$ cat src/rtl/rs_pkg.sv
package rs_pkg;

  typedef enum logic [1:0] {
    ST_NORMAL  = 2'd0,
    ST_DRAIN   = 2'd1,
    ST_RETAIN  = 2'd2,
    ST_RECOVER = 2'd3
  } rs_state_e;

  function automatic int unsigned ceil_div(input int unsigned num, input int unsigned den);
    return (num + den - 1) / den;
  endfunction

endpackage

$ cat src/rtl/rs_rst_sync.sv
module rs_rst_sync #(
  parameter int unsigned STAGES = 2
) (
  input  logic clk,
  input  logic rst_n,
  output logic rst_q_n
);
  logic [STAGES-1:0] chain_q;

  always_ff @(posedge clk or negedge rst_n) begin
    if (!rst_n) chain_q <= '0;
    else        chain_q <= {chain_q[STAGES-2:0], 1'b1};
  end

  assign rst_q_n = chain_q[STAGES-1];
endmodule

$ cat src/rtl/rs_sync.sv
module rs_sync #(
  parameter int unsigned WIDTH  = 2,
  parameter int unsigned STAGES = 2
) (
  input  logic             clk,
  input  logic             rst_n,
  input  logic [WIDTH-1:0] d_i,
  output logic [WIDTH-1:0] q_o
);
  for (genvar b = 0; b < WIDTH; b++) begin : g_bit
    logic [STAGES-1:0] st_q;
    always_ff @(posedge clk or negedge rst_n) begin
      if (!rst_n) st_q <= '0;
      else        st_q <= {st_q[STAGES-2:0], d_i[b]};
    end
    assign q_o[b] = st_q[STAGES-1];
  end
endmodule

$ cat src/rtl/rs_recov_cnt.sv
module rs_recov_cnt #(
  parameter int unsigned CYCLES = 7,
  localparam int unsigned CW = (CYCLES < 2) ? 1 : $clog2(CYCLES)
) (
  input  logic clk,
  input  logic rst_n,
  input  logic clr_i,
  input  logic en_i,
  output logic done_o
);
  localparam logic [CW-1:0] LAST = CW'(CYCLES - 1);

  logic [CW-1:0] cnt_q, cnt_d;

  always_comb begin
    cnt_d = cnt_q;
    if (clr_i)                     cnt_d = '0;
    else if (en_i && cnt_q != LAST) cnt_d = cnt_q + 1'b1;
  end

  always_ff @(posedge clk or negedge rst_n) begin
    if (!rst_n) cnt_q <= '0;
    else        cnt_q <= cnt_d;
  end

  assign done_o = (cnt_q == LAST);
endmodule

$ cat src/rtl/rs_fsm.sv
module rs_fsm
  import rs_pkg::*;
(
  input  logic      clk,
  input  logic      rst_n,
  input  logic      pf_s_i,
  input  logic      pg_s_i,
  input  logic      busy_i,
  input  logic      cnt_done_i,
  output rs_state_e state_o,
  output logic      cnt_en_o,
  output logic      cnt_clr_o
);
  rs_state_e state_q, state_d;
  logic      supply_drop;

  assign supply_drop = pf_s_i | ~pg_s_i;

  always_comb begin
    state_d = state_q;
    unique case (state_q)
      ST_NORMAL: begin
        if (supply_drop) state_d = busy_i ? ST_DRAIN : ST_RETAIN;
      end
      ST_DRAIN: begin
        if (!busy_i) state_d = ST_RETAIN;
      end
      ST_RETAIN: begin
        if (pg_s_i && !pf_s_i) state_d = ST_RECOVER;
      end
      ST_RECOVER: begin
        if (pf_s_i)                    state_d = ST_RETAIN;
        else if (pg_s_i && cnt_done_i) state_d = ST_NORMAL;
      end
      default: state_d = ST_RECOVER;
    endcase
  end

  always_ff @(posedge clk or negedge rst_n) begin
    if (!rst_n) state_q <= ST_RECOVER;
    else        state_q <= state_d;
  end

  assign cnt_en_o  = (state_q == ST_RECOVER) && pg_s_i && !pf_s_i;
  assign cnt_clr_o = (state_q != ST_RECOVER) || !pg_s_i;
  assign state_o   = state_q;
endmodule

$ cat src/rtl/sram_retention_seq.sv
module sram_retention_seq
  import rs_pkg::*;
#(
  parameter int unsigned CLK_PERIOD_PS = 8000,
  parameter int unsigned TRC_PS        = 55000,
  parameter int unsigned SYNC_STAGES   = 2
) (
  input  logic clk,
  input  logic rst_n,
  input  logic pwr_fail_i,
  input  logic pwr_good_i,
  input  logic acc_busy_i,
  output logic cs_force_hi_o,
  output logic retain_o,
  output logic acc_allow_o
);
  localparam int unsigned RECOV_CYCLES = ceil_div(TRC_PS, CLK_PERIOD_PS);

  logic      rst_q_n;
  logic      pf_s, pg_s;
  logic      cnt_en, cnt_clr, cnt_done;
  rs_state_e state;

  rs_rst_sync #(.STAGES(2)) i_rst_sync (
    .clk     (clk),
    .rst_n   (rst_n),
    .rst_q_n (rst_q_n)
  );

  rs_sync #(.WIDTH(2), .STAGES(SYNC_STAGES)) i_flag_sync (
    .clk   (clk),
    .rst_n (rst_q_n),
    .d_i   ({pwr_good_i, pwr_fail_i}),
    .q_o   ({pg_s, pf_s})
  );

  rs_recov_cnt #(.CYCLES(RECOV_CYCLES)) i_recov_cnt (
    .clk    (clk),
    .rst_n  (rst_q_n),
    .clr_i  (cnt_clr),
    .en_i   (cnt_en),
    .done_o (cnt_done)
  );

  rs_fsm i_fsm (
    .clk        (clk),
    .rst_n      (rst_q_n),
    .pf_s_i     (pf_s),
    .pg_s_i     (pg_s),
    .busy_i     (acc_busy_i),
    .cnt_done_i (cnt_done),
    .state_o    (state),
    .cnt_en_o   (cnt_en),
    .cnt_clr_o  (cnt_clr)
  );

  always_comb begin
    cs_force_hi_o = (state == ST_RETAIN) || (state == ST_RECOVER);
    retain_o      = (state == ST_RETAIN);
    acc_allow_o   = (state == ST_NORMAL);
  end
endmodule

$ cat config.mk
export PLATFORM = sky130hd
export DESIGN_NAME = sram_retention_seq
export DESIGN_NICKNAME = d
export VERILOG_FILES = /design/src/rtl/rs_pkg.sv /design/src/rtl/rs_rst_sync.sv /design/src/rtl/rs_sync.sv /design/src/rtl/rs_recov_cnt.sv /design/src/rtl/rs_fsm.sv /design/src/rtl/sram_retention_seq.sv
export SDC_FILE = /design/constraint.sdc
export NUM_CORES = 1
export LEC_CHECK = 0
export ABC_AREA = 1
export BUFFER_PORTS_ARGS = -buffer_cell sky130_fd_sc_hd__buf_4
export CAP_MARGIN = 30
export CORE_MARGIN = 5
export CORE_UTILIZATION = 35
export DETAILED_ROUTE_END_ITERATION = 7
export PLACE_DENSITY_LB_ADDON = 0.12
export SYNTH_ARGS = -nofsm -noshare
export SYNTH_HDL_FRONTEND = slang
export SYNTH_SLANG_ARGS = --single-unit
export TNS_END_PERCENT = 100
$ cat constraint.sdc
create_clock -name clk -period 2.3 [get_ports clk]
set_clock_uncertainty 0.2 [all_clocks]
set_input_delay 0.23 -clock clk [delete_from_list [all_inputs] [get_ports clk]]
set_output_delay 0.23 -clock clk [all_outputs]
set_load 0.01 [all_outputs]
; Word level (Yosys, flattened, before mapping)
; Cells that the tools add are included.
[word_totals]
register_bits = 11
in_bits = 5
out_inout_bits = 3
elab_cells = 39
[op_classes]
add_sub_neg = 1
eq_ne = 10
muxes = 9
bitwise_logic = 2
n_reduce_logical = 12
[ops]
columns = cell, count
row1 = 2-bit 2-to-1 mux, 6
row2 = 2-bit one-hot mux with 4 select lines, 1
row3 = 3-bit 2-to-1 mux, 2
row4 = 1-bit logical AND, 5
row5 = 2-bit equality test (second input constant), 2
row6 = 2-bit by 1-bit != test with 1-bit output (second input constant), 2
row7 = 2-bit != test (second input constant), 2
row8 = 4-bit AND reduction, 1
row9 = 3-bit by 1-bit adder with 3-bit output (second input constant), 1
row10 = 3-bit equality test (second input constant), 1
row11 = 3-bit by 1-bit != test with 1-bit output (second input constant), 1
row12 = 3-bit != test (second input constant), 1
row13 = 2-bit by 1-bit equality test with 1-bit output (second input constant), 1
row14 = 1-bit logical NOT, 2
row15 = 2-bit logical NOT, 1
row16 = 1-bit logical OR, 2
row17 = 2-bit nonzero test, 1
row18 = 1-bit inverter, 1
row19 = 1-bit bitwise OR, 1

; Logic depth before layout (Yosys ltp)
; Gate-level depths: netlist (run 1).
[logic_depth]
word_depth = 6
ltp_mapped = 7
depth_no_buf = 7

; Cells and area by module
; From an unflattened synthesis (run 1), not the netlist that was laid out.
[unflattened]
cells_unflattened = 78
hier_area_um2 = 578.1
[modules_own_cells]
columns = mod, n_inst, cells_each, area_each_um2
row1 = rs_fsm, 1, 40, 206.4
row2 = rs_recov_cnt, 1, 25, 185.2
row3 = rs_sync, 1, 6, 115.1
row4 = rs_rst_sync, 1, 3, 53.8
row5 = sram_retention_seq, 1, 4, 17.5

; Least setup slack after synthesis (run 1)
; No wires, ideal clock.
[synth_path]
path_kind = register -> register
startpoint = reg i_recov_cnt.cnt_q[0]
endpoint = reg i_recov_cnt.cnt_q[2]
arrival_time_ps = 1003
setup_slack_ps = 977
stages_incl_launch_ff = 7
period_less_slack_ps = 1323
path_cell_list = dfrtp_1 > inv_1 > ha_1 > a21oi_2 > nand3_1 > nand2_1 > a21oi_1
[synth_between]
elab_chain_len = 3
word_cells_on_any_way = 6
cone_classes = 1 x add/sub / 1 x eq/ne / 2 x mux / 2 x reduce/logical
[synth_rtl]
columns = item, line
row1 = start: declaration, rs_recov_cnt.sv:13  ; logic [CW-1:0] cnt_q, cnt_d;
row2 = start signal: assignment, rs_recov_cnt.sv:23  ; else cnt_q <= cnt_d;
row3 = 3-bit by 1-bit adder with 3-bit output or 3-bit != test (tied branches), rs_recov_cnt.sv:18  ; else if (en_i && cnt_q != LAST) cnt_d = cnt_q + 1'b1;
row4 = 3-bit 2-to-1 mux or 1-bit logical AND (tied branches), rs_recov_cnt.sv:18
row5 = 3-bit 2-to-1 mux or 2-bit nonzero test (tied branches), -
; Parallel ways exist; a longest one is shown, timed or not. The select of a mux whose other input is x is not followed.
; A chain may end at the register's enable or synchronous reset.

; Worst setup path after layout (run 1)
[layout_path]
startpoint = reg i_fsm.state_q[1], in the netlist i_fsm.state_o[1]
endpoint = out retain_o
[layout_between]
elab_chain_len = 1
[layout_rtl]
columns = item, line
row1 = start: declaration, rs_fsm.sv:14  ; rs_state_e state_q, state_d;
row2 = start signal: assignment, rs_fsm.sv:41  ; else state_q <= state_d;
row3 = 2-bit equality test, sram_retention_seq.sv:59  ; retain_o = (state == ST_RETAIN);
row4 = end: declaration, sram_retention_seq.sv:14  ; output logic retain_o,
; No other way between the ends.

==> results.sh, run 1 <==
export IMPL_status="finished clean"
export IMPL_hold_class="reg -> async"
export IMPL_rsz0062_at_grt="no"
export IMPL_h_tree_depth=1
export IMPL_final_area_um2=645.6
export IMPL_cp_max_fo=6
export IMPL_placed_area_um2=579.3
export IMPL_syn_cell_area_um2=521.8
export IMPL_netlist_instances=56
export IMPL_dieWidth_um=48.61
export IMPL_grt_max_degree=9
export IMPL_die_area_um2=2363
export IMPL_clock_latency_ps=260
export IMPL_clock_sinks=11
export IMPL_route_detailed_drc=0
export IMPL_antenna_found_initial=0
export IMPL_setup_viol=0
export IMPL_endpoint="retain_o"
export IMPL_min_period_over_period_pct=68.05
export IMPL_grt_pass1_wl_mm=1.449
export IMPL_r2r_end="i_recov_cnt.cnt_q[2]"
export IMPL_io_buffer_count=7
export IMPL_cts_tree="built"
export IMPL_cp_required_ps=1870
export IMPL_cts_buffers=3
export IMPL_crit_path_cell_trace="inv_2 -> nor2_4 -> buf_4"
export IMPL_layout_drive_gt1_share_pct=30.43
export IMPL_cp_start_kind="flop"
export IMPL_min_period_ps=1565
export IMPL_crit_arrival_ps=1140
export IMPL_slowest_delay_ps=600
export IMPL_cts_resized_gates=0
export IMPL_peakVddDrop_uv=382.0
export IMPL_diodes=0
export IMPL_pre_cts_slack_ps=885.6
export IMPL_r2r_cells=6
export IMPL_synth_distinct_cells=19
export IMPL_powerDensity_nw_per_um2=912.1
export IMPL_fmax_mhz=638.9
export IMPL_rows=14
export IMPL_clkTransAtPathRegs_ps=60
export IMPL_drt_wl_total_um=840
export IMPL_die_height_um=48.61
export IMPL_cap_viol_max_count=0
export IMPL_root_buffer="clkbuf_4"
export IMPL_gp_congestion=0.7715
export IMPL_hold_viol=0
export IMPL_final_common_cell="nand2_1"
export IMPL_worstReg2RegStart="i_recov_cnt.cnt_q[0]"
export IMPL_initial_core_util_pct=35.89
export IMPL_critPathBufInv=2
export IMPL_crit_type="reg -> out"
export IMPL_setup_slack_ps=734.9
export IMPL_synth_warnings=0
export IMPL_finalSetupTns_ps=0
export IMPL_syn_nets=63
export IMPL_hpwl_um=622.4
export IMPL_ioPinCount=8
export IMPL_grt_overflow=0
export IMPL_synth_ff_latch_count=11
export IMPL_viasPerCell=4.365
export IMPL_dr_pass1_iters=2
export IMPL_drt_initial_drc_count=4
export IMPL_crit_slowest_cell="dfstp_2"
export IMPL_yosysSeqAreaShare_pct=53.24
export IMPL_most_common_layout_cells="nand2_1, dfrtp_1, inv_1"
export IMPL_grt_pass1_vias=354
export IMPL_final_net_count=77
export IMPL_nFillCells=149
export IMPL_synth_avg_cell_area_um2=9.317
export IMPL_ant_nets=0
export IMPL_crit_start="i_fsm.state_o[1]"
export IMPL_wl_per_cell_um=9.882
export IMPL_grt_use_total_pct=7.814
export IMPL_cp_depth=3
export IMPL_end_kind="output port"
export IMPL_core_area_um2=1454
export IMPL_cts_path_max_buffers=2
export IMPL_cts_setup_buffers=0
export IMPL_cpLargestDelayFamily="flip-flops"
export IMPL_vias=371
export IMPL_timing_hold_ws_ps=21.70
export IMPL_finalMaxSlewViolations=0
export IMPL_area_delta_synth_final_pct=23.74
export IMPL_r2r_slack_ps=870
export IMPL_leakage_nw=0.3224
==> what timing repair did <==
action / 4_1_cts / 5_1_grt
setup endpoints to repair: 0 / 0
hold endpoints to repair: 11 / 0
hold buffers: 4 / 0
==> metal layers <==
layer  track usage, %  wire length [um]
met2            11.09               363
met4            4.036                 9
met5                0                 0
met3            3.681                60
met1            9.751               406
==> state kept, by name, summed over array words and instances (netlist names) <==
register / flops
i_recov_cnt.cnt_q: 3
i_rst_sync.chain_q: 2
i_fsm.state_o: 2
i_flag_sync.g_bit.st_q: 4
==> logic make-up (layout without fill, tap and decap cells) <==
group,count (synthesis),in the layout,synth area share (%)
other,1,1,0.7187
AOI/OAI and AO/OA,9,9,9.832
DFF,11,11,53.24
and+or+nand+nor,22,22,22.06
buffers and inverters,11,24,9.351
adders and majority gates,2,2,4.795
==> layout make-up <==
type                       count  area (um^2)  share of cell area, %
clock buffer                   4        26.28                  4.070
inverter                       9        33.78                  5.233
multi-input combinational     34        195.2                  30.23
sequential                    11        277.8                  43.02
tap                           16        20.02                  3.101
timing repair buffer          11        92.59                  14.34
==> worst min path at each step <==
| stage | from | to | depth (start not counted) |
|---|---|---|---|
| 2_1_floorplan | rst_n | i_rst_sync.chain_q[0] | 0 |
| 5_1_grt | i_rst_sync.chain_q[1] | i_fsm.state_o[0] | 0 |
| 3_3_place_gp | rst_n | i_rst_sync.chain_q[0] | 1 |
| 6_report | i_rst_sync.chain_q[1] | i_fsm.state_o[0] | 0 |
| 3_5_place_dp | rst_n | i_rst_sync.chain_q[0] | 1 |
| 4_1_cts | i_rst_sync.chain_q[1] | i_fsm.state_o[0] | 0 |
==> synthesized netlist by cell type, drive strengths merged <==
| cell type | instances | area, um^2 |
|---|---|---|
| conb | 1 | 3.750 |
| buf | 1 | 11.26 |
| a21o | 1 | 7.510 |
| clkbuf | 1 | 3.750 |
| nand4 | 1 | 6.260 |
| o21ai | 2 | 10.01 |
| nand3 | 4 | 25.02 |
| nand2 | 14 | 60.06 |
| ha | 2 | 25.02 |
| inv | 9 | 33.78 |
| dfstp | 2 | 52.55 |
| dfrtp | 9 | 225.2 |
| a21oi | 6 | 33.78 |
| nor2 | 3 | 23.77 |
==> metrics by stage <==
stage	instances	util (%)	power, mW
4_1_cts	85	44.41	0.5986
3_5_place_dp	77	39.85	0.4641
2_1_floorplan	56	-	0.4248
3_3_place_gp	77	39.85	0.4611
6_report	85	44.41	0.5889
5_1_grt	85	44.41	0.6357
==> worst register-to-register path, delay by kind of cell (launching register included) <==
kind / cells / cell delay, ps
AOI/OAI and AO/OA: 2 / 280
adders and majority gates: 1 / 220
buffers and inverters: 1 / 70
DFF: 1 / 380
and+or+nand+nor: 2 / 170
==> power by group <==
| group | internal [mW] | switching, mW | leakage (nW) |
|---|---|---|---|
| sequential | 0.230 | 0.0431 | 0.132 |
| combinational | 0.0913 | 0.0985 | 0.175 |
| clock | 0.0669 | 0.0595 | 0.0150 |
| total | 0.388 | 0.201 | 0.322 |
Note: power is estimated with default switching activity, not from simulation.
==> inputs of run 2 (changes only) <==
--- a/config.mk
+++ b/config.mk
@@ -5,12 +5,12 @@
 export SDC_FILE = /design/constraint.sdc
 export NUM_CORES = 1
 export LEC_CHECK = 0
-export ABC_AREA = 1
+export ABC_AREA = 0
 export BUFFER_PORTS_ARGS = -buffer_cell sky130_fd_sc_hd__buf_4
 export CAP_MARGIN = 30
-export CORE_MARGIN = 5
-export CORE_UTILIZATION = 35
+export CORE_AREA = 5 5 42 44
 export DETAILED_ROUTE_END_ITERATION = 7
+export DIE_AREA = 0 0 47 49
 export PLACE_DENSITY_LB_ADDON = 0.12
 export SYNTH_ARGS = -nofsm -noshare
 export SYNTH_HDL_FRONTEND = slang
==> constraint.sdc (replaced) <==
create_clock -name clk -period 1.6 [get_ports clk]
set_clock_uncertainty 0.2 [all_clocks]
set_input_delay 0.16 -clock clk [delete_from_list [all_inputs] [get_ports clk]]
set_output_delay 0.16 -clock clk [all_outputs]
set_load 0.01 [all_outputs]
==> results.sh, run 2 <==
export IMPL_die_area_um2=2303
export IMPL_antenna_found_initial=0
export IMPL_finalSetupTns_ps=0
export IMPL_synth_area_top_cells="dfrtp_1, dfstp_2, ha_1, inv_1, nor2_1"
export IMPL_regMostFlops="i_flag_sync.g_bit.st_q"
export IMPL_fmax_mhz=671.1
export IMPL_min_period_ps=1490
export IMPL_route_detailed_drc=0
export IMPL_yosysMostFrequentCell="dfrtp_1"
export IMPL_cts_path_max_buffers=2
export IMPL_final_net_count=62
export IMPL_drt_initial_drc_count=8
export IMPL_rows=14
export IMPL_reg_top3="i_flag_sync.g_bit.st_q x4, i_recov_cnt.cnt_q x3"
export IMPL_h_tree_depth=1
export IMPL_grt_pass1_vias=336
export IMPL_cts_tree="built"
export IMPL_clock_latency_ps=260
export IMPL_synth_edf_count=0
export IMPL_dieWidth_um=47
export IMPL_ioPinCount=8
export IMPL_viasPerCell=4.671
export IMPL_yosysSeqAreaShare_pct=61.50
export IMPL_hpwl_um=573.8
export IMPL_crit_type="reg -> out"
export IMPL_clock_sinks=11
export IMPL_dr_pass1_iters=4
export IMPL_final_util_pct=43.66
export IMPL_grt_max_degree=9
export IMPL_synth_avg_cell_area_um2=12.21
export IMPL_io_buffer_count=7
export IMPL_root_buffer="clkbuf_4"
export IMPL_diodes=0
export IMPL_synth_flop_cell="dfrtp_1"
export IMPL_drt_wl_total_um=795
export IMPL_synth_ff_latch_count=11
export IMPL_peakVddDrop_uv=506.1
export IMPL_ant_nets=0
export IMPL_rsz0062_at_grt="no"
export IMPL_area_delta_synth_final_pct=35.46
export IMPL_largest_register_ffs=4
export IMPL_cp_required_ps=1240
export IMPL_synth_top_area_share_pct=49.86
export IMPL_cts_buffers=3
export IMPL_hold_class="in -> async"
export IMPL_hold_viol=0
export IMPL_initial_core_util_pct=32.23
export IMPL_wl_per_cell_um=11.36
export IMPL_grt_use_total_pct=8.000
export IMPL_end_kind="output port"
export IMPL_vias=327
export IMPL_crit_arrival_ps=1130
export IMPL_netlist_instances=37
export IMPL_powerDensity_nw_per_um2=856.8
export IMPL_synth_largest_area_cell="dfrtp_1"
export IMPL_wl_met1_um=358
export IMPL_core_area_um2=1401
export IMPL_top_layer_used="met3"
export IMPL_synthTopCellsByCount="dfrtp_1, inv_1, nor2_1"
export IMPL_syn_cell_area_um2=451.7
export IMPL_cp_max_fo=5
export IMPL_clkTransAtPathRegs_ps=70
export IMPL_wl_met3_um=51
export IMPL_syn_nets=44
export IMPL_placed_cells=59
export IMPL_cap_viol_max_count=0
export IMPL_synth_warnings=0
export IMPL_cp_start_kind="flop"
export IMPL_status="finished clean"
export IMPL_gp_congestion=0.7472
export IMPL_route_met2_wl_um=385
export IMPL_synthArstFlopShare_pct=100.0
export IMPL_min_period_over_period_pct=93.13
export IMPL_finalMaxSlewViolations=0
export IMPL_die_height_um=49
export IMPL_setup_viol=0
export IMPL_grt_overflow=0
export IMPL_synth_distinct_cells=21
export IMPL_layout_drive_gt1_share_pct=33.33
export IMPL_stdcell_count=70
export IMPL_fin_total_pwr_mw=0.5242
export IMPL_most_common_layout_cells="dfrtp_1, buf_4, dlygate4sd3_1"
export IMPL_grt_pass1_wl_mm=1.359
export IMPL_leakage_nw=0.2902
==> run 2: cell count changes in the layout (fill, tap and decap cells not counted), sizes merged, moves of 2 or more <==
cell,delta
nand2,-13
inv,-5
a21oi,-4
nand3,-3
buf,+2
==> run 2: area by class of cell <==
cell class                 count  area (um^2)
fill                         134        789.5
sequential                    11        277.8
multi-input combinational     21        155.1
timing repair buffer          14        117.6
clock buffer                   4        26.28
tap                           16        20.02
inverter                       4        15.01
==> run 2: stage by stage <==
| step | cell area [um^2] | hold slack [ps] | setup WS [ps] |
|---|---|---|---|
| after floorplan | 451.7 | -335.6 | 250.0 |
| after global placement | 520.5 | -257.7 | 208.4 |
| after detailed placement | 520.5 | -256.9 | 152.8 |
| after CTS | 596.8 | 10.05 | 31.12 |
| after global routing | 611.8 | 4.089 | 64.06 |
| final | 611.8 | 15.74 | 109.9 |
==> run 2: kinds of logic after synthesis <==
logic type                 count (synthesis)  share of synthesized area, %
and+or+nand+nor                            9                         12.74
muxes                                      1                         2.216
other                                      1                        0.8302
adders and majority gates                  2                         5.539
AOI/OAI and AO/OA                          7                         11.08
buffers and inverters                      5                         4.153
DFF                                       11                         61.50
xor gates and xnor gates                   1                         1.939
==> run 2: repair_timing <==
action / CTS / global route
resized for setup: 0 / 0
setup endpoints to repair: 0 / 1
buffers inserted: 0 / 2
endpoints found under the hold margin: 13 / 0
hold buffers: 5 / 0
==> run 2: final timing paths <==
check / endpoint / slack, ps / startpoint / depth (start not counted)
min: i_rst_sync.chain_q[0] / 20 / rst_n / 2
max reg2reg: i_recov_cnt.cnt_q[1] / 140 / i_recov_cnt.cnt_q[0] / 5
min reg2reg: i_fsm.state_o[0] / 20 / i_rst_sync.chain_q[1] / 0
max: retain_o / 110 / i_fsm.state_o[1] / 3
min in group clk: i_flag_sync.g_bit[0].st_q[1] / 150 / i_flag_sync.g_bit[0].st_q[0] / 0
max in group asynchronous: i_flag_sync.g_bit[0].st_q[0] / 420 / i_rst_sync.chain_q[1] / 1
==> run 2: worst max-delay path, cell delays in order, from the launching register on <==
cell     delay (ps)
dfstp_2         570
inv_1            80
nor2_1          100
buf_4           120
==> run 2: routing by layer <==
layer | GRT usage [%] | up-vias
met2 | 11.54 | 7
met3 | 2.214 | 0
met1 | 10.57 | 161
li1 | - | 159
met4 | 4.147 | 0
met5 | 0 | -
==> run 2: power by group <==
| part | internal [mW] | switching [mW] | total [mW] |
|---|---|---|---|
| clock | 0.0963 | 0.0890 | 0.185 |
| sequential | 0.290 | 0.00952 | 0.300 |
| combinational | 0.0232 | 0.0159 | 0.0392 |
| total | 0.410 | 0.114 | 0.524 |
==> inputs of run 3 (changes only) <==
--- a/config.mk
+++ b/config.mk
@@ -8,11 +8,12 @@
 export ABC_AREA = 0
 export BUFFER_PORTS_ARGS = -buffer_cell sky130_fd_sc_hd__buf_4
 export CAP_MARGIN = 30
-export CORE_AREA = 5 5 42 44
+export CORE_MARGIN = 5
+export CORE_UTILIZATION = 35
 export DETAILED_ROUTE_END_ITERATION = 7
-export DIE_AREA = 0 0 47 49
 export PLACE_DENSITY_LB_ADDON = 0.12
 export SYNTH_ARGS = -nofsm -noshare
 export SYNTH_HDL_FRONTEND = slang
+export SYNTH_HIERARCHICAL = 1
 export SYNTH_SLANG_ARGS = --single-unit
 export TNS_END_PERCENT = 100
==> results.sh, run 3 <==
export IMPL_status="finished clean"
export IMPL_layout_drive_gt1_share_pct=41.38
export IMPL_yosysMostFrequentCell="dfrtp_1"
export IMPL_fmax_mhz=630.9
export IMPL_synthTopCellsByCount="dfrtp_1, nor2_1, nor3_1"
export IMPL_syn_nets=47
export IMPL_synthAdderAreaFrac_pct=4.988
export IMPL_rows=13
export IMPL_cts_tree="built"
export IMPL_pwr_share_seq_pct=57.3
export IMPL_synth_top_family_by_area="simple AND/OR/NAND/NOR gates"
export IMPL_pre_cts_slack_ps=13.73
export IMPL_hold_viol=0
export IMPL_use_met3_pct=3.383
export IMPL_peakVddDrop_uv=504.8
export IMPL_regMostFlops="i_flag_sync/g_bit.st_q"
export IMPL_p_switching_mw=0.1000
export IMPL_final_net_count=66
export IMPL_synth_avg_cell_area_um2=12.54
export IMPL_grt_overflow=0
export IMPL_netlist_instances=40
export IMPL_sw_frac_of_total_pct=19.45
export IMPL_h_tree_depth=1
export IMPL_route_detailed_drc=0
export IMPL_crit_arrival_ps=1520
export IMPL_drt_wl_total_um=791
export IMPL_synth_flop_cell="dfrtp_1"
export IMPL_clkTransAtPathRegs_ps=60
export IMPL_final_util_pct=50.84
export IMPL_cts_buffers=3
export IMPL_synthSimpleGateAreaFrac_pct=19.70
export IMPL_grt_use_total_pct=8.282
export IMPL_p_int_mw=0.4144
export IMPL_yosysSeqAreaShare_pct=55.36
export IMPL_grt_met2_usage_pct=13.46
export IMPL_clkPwrFrac_pct=33.3
export IMPL_powerDensity_nw_per_um2=758.6
export IMPL_cp_required_ps=1540
export IMPL_largest_register_ffs=4
export IMPL_leakage_nw=0.3222
export IMPL_antenna_found_initial=0
export IMPL_syn_cell_area_um2=501.7
export IMPL_placed_area_um2=584.3
export IMPL_ant_nets=0
export IMPL_finalSetupTns_ps=0
export IMPL_cp_max_fo=2
export IMPL_area_delta_synth_final_pct=35.16
export IMPL_final_area_um2=678.2
export IMPL_fin_total_pwr_mw=0.5144
export IMPL_synth_largest_area_cell="dfrtp_1"
export IMPL_synth_compound_area_share_pct=7.481
export IMPL_synthArstFlopShare_pct=100.0
export IMPL_dr_pass1_iters=1
export IMPL_drt_initial_drc_count=0
export IMPL_synth_area_top_cells="dfrtp_1, dfstp_2, ha_1, mux2_1, nor3_1"
export IMPL_dieWidth_um=47.86
export IMPL_viasPerCell=4.685
export IMPL_rsz0062_at_grt="yes"
export IMPL_synth_mux_area_share_pct=6.484
export IMPL_most_common_layout_cells="buf_4, dfrtp_1, dlygate4sd3_1"
export IMPL_ioPinCount=8
export IMPL_hpwl_um=615.9
export IMPL_top_usage_layer="met2"
export IMPL_synth_edf_count=0
export IMPL_yosys_area_share_xor_xnor_pct=0
export IMPL_synth_top_area_share_pct=44.89
export IMPL_setup_viol=0
export IMPL_synth_warnings=6
export IMPL_finalMaxSlewViolations=0
export IMPL_die_area_um2=2291
export IMPL_met1_usage_pct=9.007
export IMPL_hold_class="in -> async"
export IMPL_cp_start_kind="flop"
export IMPL_cap_viol_max_count=0
export IMPL_worstReg2RegStart="i_fsm/state_o[1]"
export IMPL_gp_congestion=0.7281
export IMPL_synth_ff_latch_count=11
export IMPL_min_period_ps=1585
export IMPL_nFillCells=131
export IMPL_wl_per_cell_um=10.84
export IMPL_clock_sinks=11
export IMPL_clock_latency_ps=250
export IMPL_final_common_cell="buf_4"
export IMPL_grt_pass1_wl_mm=1.255
export IMPL_p_comb_share_pct=9.4
export IMPL_core_area_um2=1334
export IMPL_end_kind="flop"
export IMPL_setup_slack_ps=15.07
export IMPL_synth_distinct_cells=22
export IMPL_die_height_um=47.86
export IMPL_grt_pass1_vias=321
export IMPL_vias=342
export IMPL_initial_core_util_pct=37.62
export IMPL_cts_path_max_buffers=2
export IMPL_grt_max_degree=8
export IMPL_crit_type="reg -> reg"
export IMPL_crit_start="i_fsm/state_o[1]"
export IMPL_reg_top3="i_flag_sync/g_bit.st_q x4, i_recov_cnt/cnt_q x3"
export IMPL_io_buffer_count=7
export IMPL_root_buffer="clkbuf_4"
export IMPL_diodes=0
export IMPL_min_period_over_period_pct=99.06
## run 3: cells by family (layout without fill, tap and decap cells)
logic type	after synthesis	after routing
compound gates	4	4
mux	3	3
simple gates	14	14
flops	11	11
other cells	1	1
fa+ha+maj	2	2
buf+inv	5	23
## run 3: repair_timing
| action | in CTS | in global routing |
|---|---|---|
| setup endpoints to repair | 0 | 3 |
| hold buffers | 5 | 0 |
| buffers inserted | 0 | 1 |
| gates resized for setup | 0 | 2 |
| hold endpoints to repair | 12 | 0 |
## run 3: power groups by stage
| stage | Combinational [mW] | Clock (mW) | Sequential, mW |
|---|---|---|---|
| CTS | 0.0474 | 0.182 | 0.295 |
| floorplan | 0.0179 | 0 | 0.302 |
| detailed placement | 0.0347 | 0 | 0.303 |
| global placement | 0.0334 | 0 | 0.302 |
| global route | 0.0539 | 0.193 | 0.296 |
| finish | 0.0485 | 0.171 | 0.295 |
## run 3: path summary, 6_finish.rpt
path / to / slack [ps] / depth (start not counted)
max: i_recov_cnt/cnt_q[0] / 20 / 3
min: i_rst_sync/chain_q[0] / 10 / 2
max reg2reg: i_recov_cnt/cnt_q[0] / 20 / 3
min reg2reg: i_fsm/state_o[1] / 30 / 0
max in group asynchronous: i_flag_sync/g_bit[1].st_q[1] / 440 / 1
min in group clk: i_flag_sync/g_bit[0].st_q[1] / 150 / 0
## run 3: cell type report
type | instances | area [um^2] | area share (%)
sequential | 11 | 277.8 | 40.96
multi-input combinational | 24 | 207.7 | 30.63
timing repair buffer | 17 | 140.1 | 20.66
clock buffer | 4 | 26.28 | 3.875
tap | 15 | 18.77 | 2.768
inverter | 2 | 7.507 | 1.107
## run 3: per-stage QoR
stage	std cells	hold slack (ps)
floorplan	40	-335.6
global placement	63	-257.9
detailed placement	63	-256.9
CTS	72	6.890
global route	73	15.31
finish	73	12.41
## run 3: critical path, stage by stage (launching register included)
cell	delay (ps)
dfstp_2	530
and4b_4	220
a21boi_4	180
mux2_1	330
## run 3: metal layers
layer / share of wire (%) / routed length (um)
met5: 0 / 0
met4: 0 / 0
met1: 41 / 323
met3: 5.2 / 41
met2: 54 / 426
